`src/rtl/dcw_pkg.sv`:
```
package dcw_pkg;

    typedef enum logic [2:0] {
        TID_REFEND = 3'd0,
        TID_INLINE = 3'd1,
        TID_JUMP   = 3'd2,
        TID_REF    = 3'd3,
        TID_REFSTL = 3'd4,
        TID_CALL   = 3'd5,
        TID_RET    = 3'd6,
        TID_END    = 3'd7
    } tag_id_e;

    typedef enum logic [1:0] {
        ST_IDLE  = 2'd0,
        ST_FETCH = 2'd1,
        ST_ISSUE = 2'd2,
        ST_WAIT  = 2'd3
    } walk_st_e;

    localparam logic [1:0] MODE_CHAIN = 2'd1;
    localparam int         BIT_START  = 8;
    localparam int         BIT_TIE    = 7;

endpackage

```
`src/rtl/dcw_addr_step.sv`:
```
module dcw_addr_step #(
    parameter int AW  = 31,
    parameter int SPW = 10
) (
    input  logic [AW-1:0] base,
    input  logic          spr,
    input  logic [16:0]   inc,
    output logic [AW-1:0] sum
);
    logic [AW-1:0]  full_sum;
    logic [SPW-1:0] wrap_sum;

    always_comb begin
        full_sum = base + AW'(inc);
        wrap_sum = base[SPW-1:0] + SPW'(inc);
        sum      = spr ? AW'(wrap_sum) : full_sum;
    end
endmodule

```
`src/rtl/dcw_addr_stack.sv`:
```
module dcw_addr_stack #(
    parameter int W     = 32,
    parameter int DEPTH = 2
) (
    input  logic         clk,
    input  logic         rst_n,
    input  logic         load,
    input  logic [1:0]   load_sp,
    input  logic         push,
    input  logic         pop,
    input  logic [W-1:0] push_data,
    output logic [1:0]   sp,
    output logic [W-1:0] top,
    output logic         full,
    output logic         empty
);
    localparam logic [1:0] DMAX = 2'(DEPTH);

    logic [W-1:0] ent_q [DEPTH];
    logic [W-1:0] ent_d [DEPTH];
    logic [1:0]   sp_q, sp_d;

    assign sp    = sp_q;
    assign full  = (sp_q >= DMAX);
    assign empty = (sp_q == 2'd0);

    always_comb begin
        top = '0;
        for (int i = 0; i < DEPTH; i++) begin
            if (2'(i + 1) == sp_q) top = ent_q[i];
        end
    end

    always_comb begin
        sp_d = sp_q;
        for (int i = 0; i < DEPTH; i++) ent_d[i] = ent_q[i];
        if (load) begin
            sp_d = (load_sp > DMAX) ? DMAX : load_sp;
        end else if (push && !full) begin
            for (int i = 0; i < DEPTH; i++) begin
                if (2'(i) == sp_q) ent_d[i] = push_data;
            end
            sp_d = sp_q + 2'd1;
        end else if (pop && !empty) begin
            sp_d = sp_q - 2'd1;
        end
    end

    generate
        for (genvar g = 0; g < DEPTH; g++) begin : g_ent
            always_ff @(posedge clk or negedge rst_n) begin
                if (!rst_n) ent_q[g] <= '0;
                else        ent_q[g] <= ent_d[g];
            end
        end
    endgenerate

    always_ff @(posedge clk or negedge rst_n) begin
        if (!rst_n) sp_q <= '0;
        else        sp_q <= sp_d;
    end
endmodule

```
`src/rtl/dcw_tag_decode.sv`:
```
module dcw_tag_decode
    import dcw_pkg::*;
#(
    parameter int AW  = 31,
    parameter int SPW = 10
) (
    input  logic [63:0]   tag,
    input  logic [AW-1:0] tadr,
    input  logic          tspr,
    input  logic [AW:0]   stk_top,
    input  logic          stk_full,
    input  logic          stk_empty,
    output logic [AW-1:0] pkt_addr,
    output logic          pkt_spr,
    output logic [15:0]   qwc,
    output logic [AW-1:0] next_tadr,
    output logic          next_spr,
    output logic          push,
    output logic          pop,
    output logic [AW:0]   push_data,
    output logic          fault,
    output logic          ends,
    output logic          irq_flag
);
    tag_id_e       id;
    logic          fld_spr;
    logic [AW-1:0] fld_addr;
    logic [AW-1:0] data_addr;
    logic [AW-1:0] after_addr;
    logic          unused_bits;

    assign id          = tag_id_e'(tag[30:28]);
    assign qwc         = tag[15:0];
    assign irq_flag    = tag[31];
    assign fld_spr     = tag[63];
    assign fld_addr    = fld_spr ? AW'(tag[32 +: SPW]) : tag[32 +: AW];
    assign unused_bits = ^{tag[27:16]};

    dcw_addr_step #(.AW(AW), .SPW(SPW)) u_data_step (
        .base(tadr), .spr(tspr), .inc(17'd1), .sum(data_addr)
    );

    dcw_addr_step #(.AW(AW), .SPW(SPW)) u_after_step (
        .base(tadr), .spr(tspr), .inc(17'(qwc) + 17'd1), .sum(after_addr)
    );

    always_comb begin
        pkt_addr  = data_addr;
        pkt_spr   = tspr;
        next_tadr = after_addr;
        next_spr  = tspr;
        push      = 1'b0;
        pop       = 1'b0;
        push_data = {tspr, after_addr};
        fault     = 1'b0;
        ends      = 1'b0;
        case (id)
            TID_REFEND: begin
                pkt_addr  = fld_addr;
                pkt_spr   = fld_spr;
                next_tadr = data_addr;
                ends      = 1'b1;
            end
            TID_INLINE: begin
            end
            TID_JUMP: begin
                next_tadr = fld_addr;
                next_spr  = fld_spr;
            end
            TID_REF, TID_REFSTL: begin
                pkt_addr  = fld_addr;
                pkt_spr   = fld_spr;
                next_tadr = data_addr;
            end
            TID_CALL: begin
                next_tadr = fld_addr;
                next_spr  = fld_spr;
                fault     = stk_full;
                push      = !stk_full;
            end
            TID_RET: begin
                next_tadr = stk_top[AW-1:0];
                next_spr  = stk_top[AW];
                fault     = stk_empty;
                pop       = !stk_empty;
            end
            default: begin
                ends = 1'b1;
            end
        endcase
    end
endmodule

```
`src/rtl/dma_chain_walker.sv`:
```
module dma_chain_walker
    import dcw_pkg::*;
#(
    parameter int AW        = 31,
    parameter int SPW       = 10,
    parameter int STK_DEPTH = 2
) (
    input  logic          clk,
    input  logic          rst_n,
    input  logic          ctl_wr,
    input  logic [31:0]   ctl_wdata,
    input  logic [AW-1:0] tadr_wdata,
    input  logic          tadr_wspr,
    output logic [31:0]   ctl_rdata,
    output logic [15:0]   cnt_rdata,
    output logic          tag_req,
    output logic [AW-1:0] tag_addr,
    output logic          tag_spr,
    input  logic          tag_ack,
    input  logic [63:0]   tag_data,
    output logic          pkt_valid,
    input  logic          pkt_ready,
    output logic [AW-1:0] pkt_addr,
    output logic          pkt_spr,
    output logic [15:0]   pkt_qwc,
    input  logic          pkt_done,
    output logic          chain_done,
    output logic          chain_irq
);
    localparam int EW = AW + 1;

    typedef struct packed {
        walk_st_e      st;
        logic [31:0]   ctl;
        logic [15:0]   cnt;
        logic [AW-1:0] tadr;
        logic          tspr;
        logic [AW-1:0] paddr;
        logic          pspr;
        logic [15:0]   pqwc;
        logic          ends;
        logic          stop;
        logic          done;
        logic          irq;
    } walk_reg_t;

    walk_reg_t q, d;

    logic          stk_load, stk_push, stk_pop;
    logic [1:0]    stk_sp;
    logic [EW-1:0] stk_top, stk_push_data;
    logic          stk_full, stk_empty;

    logic [AW-1:0] dec_paddr, dec_next;
    logic          dec_pspr, dec_nspr, dec_push, dec_pop;
    logic          dec_fault, dec_ends, dec_irq;
    logic [15:0]   dec_qwc;
    logic          start_ok;

    dcw_tag_decode #(.AW(AW), .SPW(SPW)) u_decode (
        .tag       (tag_data),
        .tadr      (q.tadr),
        .tspr      (q.tspr),
        .stk_top   (stk_top),
        .stk_full  (stk_full),
        .stk_empty (stk_empty),
        .pkt_addr  (dec_paddr),
        .pkt_spr   (dec_pspr),
        .qwc       (dec_qwc),
        .next_tadr (dec_next),
        .next_spr  (dec_nspr),
        .push      (dec_push),
        .pop       (dec_pop),
        .push_data (stk_push_data),
        .fault     (dec_fault),
        .ends      (dec_ends),
        .irq_flag  (dec_irq)
    );

    dcw_addr_stack #(.W(EW), .DEPTH(STK_DEPTH)) u_stack (
        .clk       (clk),
        .rst_n     (rst_n),
        .load      (stk_load),
        .load_sp   (ctl_wdata[5:4]),
        .push      (stk_push),
        .pop       (stk_pop),
        .push_data (stk_push_data),
        .sp        (stk_sp),
        .top       (stk_top),
        .full      (stk_full),
        .empty     (stk_empty)
    );

    assign start_ok = ctl_wdata[BIT_START] && (ctl_wdata[3:2] == MODE_CHAIN);

    always_comb begin
        d         = q;
        d.done    = 1'b0;
        d.irq     = 1'b0;
        stk_load  = 1'b0;
        stk_push  = 1'b0;
        stk_pop   = 1'b0;
        case (q.st)
            ST_IDLE: begin
                if (ctl_wr) begin
                    stk_load = 1'b1;
                    d.ctl    = ctl_wdata;
                    d.tspr   = tadr_wspr;
                    d.tadr   = tadr_wspr ? AW'(tadr_wdata[SPW-1:0]) : tadr_wdata;
                    if (start_ok) d.st = ST_FETCH;
                    else          d.ctl[BIT_START] = 1'b0;
                end
            end
            ST_FETCH: begin
                if (tag_ack) begin
                    d.ctl[31:16] = tag_data[31:16];
                    d.cnt        = dec_qwc;
                    if (dec_fault) begin
                        d.st             = ST_IDLE;
                        d.ctl[BIT_START] = 1'b0;
                        d.done           = 1'b1;
                    end else begin
                        stk_push = dec_push;
                        stk_pop  = dec_pop;
                        d.tadr   = dec_next;
                        d.tspr   = dec_nspr;
                        d.paddr  = dec_paddr;
                        d.pspr   = dec_pspr;
                        d.pqwc   = dec_qwc;
                        d.ends   = dec_ends;
                        d.stop   = q.ctl[BIT_TIE] && dec_irq;
                        if (dec_qwc != 16'd0) begin
                            d.st = ST_ISSUE;
                        end else if (dec_ends || d.stop) begin
                            d.st             = ST_IDLE;
                            d.ctl[BIT_START] = 1'b0;
                            d.done           = 1'b1;
                            d.irq            = d.stop;
                        end
                    end
                end
            end
            ST_ISSUE: begin
                if (pkt_ready) d.st = ST_WAIT;
            end
            ST_WAIT: begin
                if (pkt_done) begin
                    if (q.ends || q.stop) begin
                        d.st             = ST_IDLE;
                        d.ctl[BIT_START] = 1'b0;
                        d.done           = 1'b1;
                        d.irq            = q.stop;
                    end else begin
                        d.st = ST_FETCH;
                    end
                end
            end
            default: d.st = ST_IDLE;
        endcase
    end

    always_ff @(posedge clk or negedge rst_n) begin
        if (!rst_n) q <= '0;
        else        q <= d;
    end

    assign ctl_rdata  = {q.ctl[31:6], stk_sp, q.ctl[3:0]};
    assign cnt_rdata  = q.cnt;
    assign tag_req    = (q.st == ST_FETCH);
    assign tag_addr   = q.tadr;
    assign tag_spr    = q.tspr;
    assign pkt_valid  = (q.st == ST_ISSUE);
    assign pkt_addr   = q.paddr;
    assign pkt_spr    = q.pspr;
    assign pkt_qwc    = q.pqwc;
    assign chain_done = q.done;
    assign chain_irq  = q.irq;
endmodule

```
`config.mk`:
```
export PLATFORM = sky130hd
export DESIGN_NAME = dma_chain_walker
export DESIGN_NICKNAME = d
export VERILOG_FILES = /design/src/rtl/dcw_pkg.sv /design/src/rtl/dcw_addr_step.sv /design/src/rtl/dcw_addr_stack.sv /design/src/rtl/dcw_tag_decode.sv /design/src/rtl/dma_chain_walker.sv
export SDC_FILE = /design/constraint.sdc
export NUM_CORES = 1
export LEC_CHECK = 0
export BUFFER_PORTS_ARGS = -buffer_cell sky130_fd_sc_hd__buf_4
export CAP_MARGIN = 30
export CORE_MARGIN = 4
export CORE_UTILIZATION = 52
export CTS_BUF_LIST = sky130_fd_sc_hd__clkbuf_2 sky130_fd_sc_hd__clkbuf_4 sky130_fd_sc_hd__clkbuf_8
export DETAILED_ROUTE_END_ITERATION = 6
export PLACE_DENSITY = 0.79
export RECOVER_POWER = 25
export SLEW_MARGIN = 20
export SYNTH_ARGS = -nofsm -noshare
export SYNTH_HDL_FRONTEND = slang
export SYNTH_SLANG_ARGS = --single-unit
```
`constraint.sdc`:
```
create_clock -name clk -period 2.7 [get_ports clk]
set_input_delay 0.27 -clock clk [delete_from_list [all_inputs] [get_ports clk]]
set_output_delay 0.27 -clock clk [all_outputs]
set_load 0.02 [all_outputs]
```
# Word level (Yosys, flattened, before mapping)
# Index checks and enable logic that the tools add are counted.
[classes]
n_addsub = 7
order_cmp = 2
n_eq_ne = 23
muxes = 56
bitwise_logic = 2
n_reduce_logical = 28
[op_table]
columns = ["op", "n"]
rows = [
  ["$mux W31", 5],
  ["$mux W32", 3],
  ["$pmux W31 S3", 1],
  ["$mux W84", 1],
  ["$mux W82", 1],
  ["$pmux W32 S2", 1],
  ["$mux W34", 1],
  ["$pmux W16 S2", 1],
  ["$add A31 B1 Y31 const B", 1],
  ["$add A31 B17 Y31", 1],
  ["$mux W2", 14],
  ["$mux W1", 22],
  ["$mux W18", 1],
  ["$add A16 B1 Y17 const B", 1],
  ["$reduce_bool A16 Y1", 1],
  ["$reduce_and A3 Y1", 4],
  ["$add A10 B1 Y10 const B", 1],
  ["$add A10 B10 Y10", 1],
  ["$ne A2 B2 Y1 const B", 5],
  ["$eq A3 B3 Y1 const B", 3],
  ["$pmux W2 S4", 1],
  ["$reduce_and A7 Y1", 1],
  ["$eq A3 B2 Y1 const B", 2],
  ["$reduce_and A6 Y1", 1],
  ["31 further kinds", 44],
]
[word_totals]
ff_bits = 200
in_bits = 134
wordCells = 135

# Logic depth before layout (Yosys ltp)
[logic_depth]
ltp_word = 10
depth_mapped = 15
ltp_nobuf = 14

# Modules after synthesis
# Synthesis repeated with hierarchy kept, for this count alone.
[unflattened]
cells_unflattened = 1626
area_unflattened_um2 = 14652.8
[modules_own_cells]
columns = ["module", "n_inst", "cells_each", "area_each_um2", "seq_area_each_um2"]
rows = [
  ["dma_chain_walker", 1, 571, 6512.5, 3303.2],
  ["dcw_addr_stack", 1, 239, 2967.8, 1651.6],
  ["dcw_tag_decode", 1, 411, 2419.8, 0.0],
  ["dcw_addr_step at u_decode.u_after_step", 1, 207, 1383.8, 0.0],
  ["dcw_addr_step at u_decode.u_data_step", 1, 198, 1368.8, 0.0],
]

# Least setup slack after synthesis
# No wires, ideal clock.
[synth_timing]
kind = "input -> register"
start = "input tag_data[6]"
end = "register u_stack.ent_q[25] (netlist name)"
arrival_ns = 2.948
t_required_ns = 2.575
path_slack_ns = -0.372
path_stages = 14
n_path_buf = 2
path_cell_list = "clkbuf_1 -> nand3_1 -> or3_1 -> nor2_1 -> xor2_1 -> ha_1 -> clkbuf_1 -> a21o_1 -> nand3_1 -> and2_1 -> and4_1 -> a311oi_1 -> nand2_1 -> mux2_2"
[synth_between]
elab_chain_cells = 3
[synth_lines]
columns = ["item", "line", "rtl"]
rows = [
  ["start: declaration", "dma_chain_walker.sv:20", "input logic [63:0] tag_data,"],
  ["$add A16 B1 Y17", "dcw_tag_decode.sv:44", ".base(tadr), .spr(tspr), .inc(17'(qwc) + 17'd1), .sum(after_addr)"],
  ["$add A31 B17 Y31", "dcw_addr_step.sv:14", "full_sum = base + AW'(inc);"],
  ["$mux W31", "dcw_addr_step.sv:16", "sum = spr ? AW'(wrap_sum) : full_sum;"],
  ["end signal: indexed assignment", "dcw_addr_stack.sv:53", "else ent_q[g] <= ent_d[g];"],
  ["end: declaration", "dcw_addr_stack.sv:19", "logic [W-1:0] ent_q [DEPTH];"],
]
# Every way passes these cells.
# A chain may end at the register's enable or synchronous reset.

# Worst setup path after layout
[layout_timing]
start = "input tag_data[4]"
end = "register q (netlist bit tag_addr[20])"
[layout_between]
elab_chain_cells = 7
[layout_lines]
columns = ["item", "line", "rtl"]
rows = [
  ["$add A16 B1 Y17", "dcw_tag_decode.sv:44", ""],
  ["$add A31 B17 Y31", "dcw_addr_step.sv:14", ""],
  ["$mux W31", "dcw_addr_step.sv:16", ""],
  ["$pmux W31 S3", "dcw_tag_decode.sv:57", "case (id)"],
  ["$mux W82", "dma_chain_walker.sv:118", "if (dec_fault) begin"],
  ["$mux W84", "dma_chain_walker.sv:115", "if (tag_ack) begin"],
  ["$pmux W32 S2", "dma_chain_walker.sv:103", "case (q.st)"],
  ["end signal: assignment", "dma_chain_walker.sv:163", "if (!rst_n) q <= '0;"],
  ["end signal: assignment", "dma_chain_walker.sv:164", "else q <= d;"],
  ["end: declaration", "dma_chain_walker.sv:47", "walk_reg_t q, d;"],
]
# Every way passes these cells. The select of a mux whose other input is x is not followed.

==> flow_summary.toml <==
[min_path]
min_path_type = "in -> reg"

[die]
rows = 57
die_y_microns = 167
die_w_microns = 167
core-area_sq_um = 24500
start_util_pct = 53.3
ioPinCount = 266
die-area_sq_um = 27700

[drt]
drc_errors = 8
firstDrtPassIters = 7
via_per_inst = 6.24
wl_microns = 49700
drt_iter0_drc = 1797
wire_per_inst_microns = 23.2
route.vias.total = 13300
antenna_left = 0

[timing]
maxSlewViolCount = 85
fmax_mhz = 359
finalCritPeriodShare_pct = 103
worst_pin_slew_ps = 2220
fin_skew_ps = 30.2
timing.hold.ws_ps = 23.2
setup_viol = 8
worst_slack_ps = -85.0
final-hold-violation-count = 0
max_slew_margin_pct = -48.0
fin_crit_ps = 2780
grt_setup_unrepaired = "true"

[setup_path]
critPathRequiredTime_ps = 3120
cpMaxStageDelayCell = "or3_4"
path_class = "in -> reg"
critPathMaxStageDelay_ps = 410
cp-end-kind = "register"
crit_fanout = 6
crit_buf_inv = 5
cp_data_arrival_time_ps = 3210
crit_family = "simple AND/OR/NAND/NOR gates"
critPathLaunchType = "input port"
path_cells = "buf_8 > and3_4 > and3_4 > buf_6 > xor2_1 > ha_1 > a21o_1 > or3_4 > o21a_4 > nor4_4 > buf_12 > buf_12 > o31a_1 > o21ai_1 > buf_4 > a32oi_1"

[grt]
top_usage_layer = "met2"
overflow = 0
met3_usage_pct = 9.22
grt_use_met2_pct = 52.6
antenna_found_initial = 1
grt_first_pass_wirelength_microns = 75200
grt_pass1_vias = 12700
grt_max_degree = 86
grt_usage_pct = 34.0
met1_usage_pct = 47.3

[yosys]
syn_nets = 1719
syn_inst = 1561
ys_ff_latch = 198
ys_warn_count = 0
postSynthAreaPerCell_sq_um = 8.37
synth-edff-count = 0
yosysUniqueCellTypes = 81
syn-cell-area_sq_um = 13100
ys.flop_type = "dfrtp_1"
yosysSeqAreaShare_pct = 37.9
ys_async_sr_fraction_pct = 100

[status]
violations = "design-rule violations, max-capacitance violations, max-slew violations, negative setup slack"
status = "finished, violations left"

[clock_network]
cts_buffers = 17
clkSlewWorstSetupHoldPaths_ps = 130
clkLatencyLatePin_ps = 500
cts_tree = "yes"
clock-sinks = 198
clockBufferDepth = 2
h-tree-depth = 4
clock_tree.root_cell = "clkbuf_8"

[place]
numPortBuffers = 265
pre_cts_ws_ps = -468
gp_congestion = 0.989
hpwl_microns = 36200

[pwr]
p_leak_nw = 7.43
power_density_nw_per_um2 = 1060
peakVddDrop_v = 0.000620

[cells_and_area]
nNetsFinal = 1961
diodes = 0
areaGrowthSynthToFinish_pct = 26.7
drive_gt1_share_pct = 32.5

[run]
max_cap_violations = 1
[through the flow]
step / utilization, % / instances / total power, mW / setup TNS, ps / cell area (sq um)
2_1_floorplan: - / 1561 / 11.4 / -503 / 13200
3_3_place_gp: 63.7 / 2086 / 14.5 / -17220 / 15600
3_5_place_dp: 63.7 / 2086 / 14.7 / -20060 / 15600
4_1_cts: 66.3 / 2133 / 17.0 / -0.0382 / 16300
5_1_grt: 67.5 / 2140 / 18.5 / -2440 / 16600
6_report: 67.5 / 2140 / 17.6 / -334 / 16600
[cell usage after synthesis (all sizes together), types with 7 or more instances]
cell,count,area (sq um)
a22oi,16,120
o21ai,135,676
a221oi,38,339
nand4,18,119
clkbuf,82,308
nor2b,26,163
dfrtp,198,4950
xnor2,37,324
xor2,24,210
nor2,117,442
nor3,28,160
a31oi,34,213
and3,9,56.3
a21o,8,60.1
o211ai,13,97.6
o22ai,9,56.3
a221o,14,140
o31ai,14,105
o31a,7,61.3
inv,24,90.1
nand3,55,275
nor4,15,109
a211oi,7,57.6
and2,8,52.6
mux2,32,360
mux2i,11,110
ha,23,288
buf,159,1110
nand2b,9,56.3
nand2,231,867
a21oi,82,410
[tightest hold or removal path, cell delays in order]
cell and delay (ps):
buf_4 110, nand2_1 40, a31oi_1 70
[registers in the layout, indices dropped and copies added (netlist names), named ones only]
name	count
pkt_spr	1
ctl_rdata	30
u_stack.sp	2
pkt_addr	31
tag_addr	31
chain_irq	1
cnt_rdata	16
u_stack.ent_q	64
q	3
tag_spr	1
pkt_qwc	16
chain_done	1
[worst paths after layout]
| kind | from | endpoint | slack [ps] | depth (start not counted) |
|---|---|---|---|---|
| worst min register to register | u_stack.ent_q[46] | u_stack.ent_q[46] | 490 | 2 |
| worst min-delay path | tag_data[22] | ctl_rdata[22] | 20 | 3 |
| min in group asynchronous | rst_n | ctl_rdata[22] | 950 | 2 |
| max in group asynchronous | rst_n | u_stack.ent_q[32] | 370 | 3 |
| worst max register to register | tag_addr[0] | u_stack.ent_q[58] | 10 | 13 |
| worst max-delay path | tag_data[4] | tag_addr[20] | -80 | 16 |
[layer usage]
metal  part of all wire [%]  vias up
li1                       -     5928
met1                     40     6417
met2                     45      881
met3                     12      115
met4                    3.1        2
met5                  0.022        -
[cell usage in the layout (no fill, tap or decap), types with 20 or more instances in the layout]
cell,netlist,layout
o21ai_1,28,27
dfrtp_1,198,197
buf_4,125,434
ha_1,23,20
a221oi_1,37,36
o21ai_0,107,102
nand3_1,55,51
nor3_1,24,22
a31oi_1,34,33
inv_1,24,23
a21oi_1,82,74
xnor2_1,37,34
nand2_1,231,229
nor2_1,116,112
xor2_1,24,24
nor2b_1,26,25
mux2_2,32,32
[report_power, final]
part,internal [mW],switching [mW]
Combinational,4.40,6.08
Sequential,4.03,0.927
Clock,0.771,1.39
[cell type report]
class | instances | area, sq um
clock inverters | 15 | 220
repair buffers | 464 | 3660
flip-flops and latches | 198 | 4960
fillers | 1982 | 7970
well taps | 324 | 405
inverters | 25 | 93.8
clock buffers | 17 | 234
multi-input cells | 1097 | 6990
[what timing repair did]
item | CTS | global route
endpoints found under the setup margin | 10 | 34
buffers inserted | 0 | 7
pin swaps | 2 | 30
hold endpoints to repair | 95 | 0
resized for setup | 10 | 52
hold buffers | 15 | 0
[logic make-up after synthesis]
family / Yosys count / share of synthesized area [%]
simple gates: 543 / 19.1
compound gates: 426 / 21.4
buf+inv: 266 / 11.6
flops: 198 / 37.9
xor+xnor: 61 / 4.09
mux: 43 / 3.60
fa+ha+maj: 24 / 2.35
(Power assumes the default switching activity.)
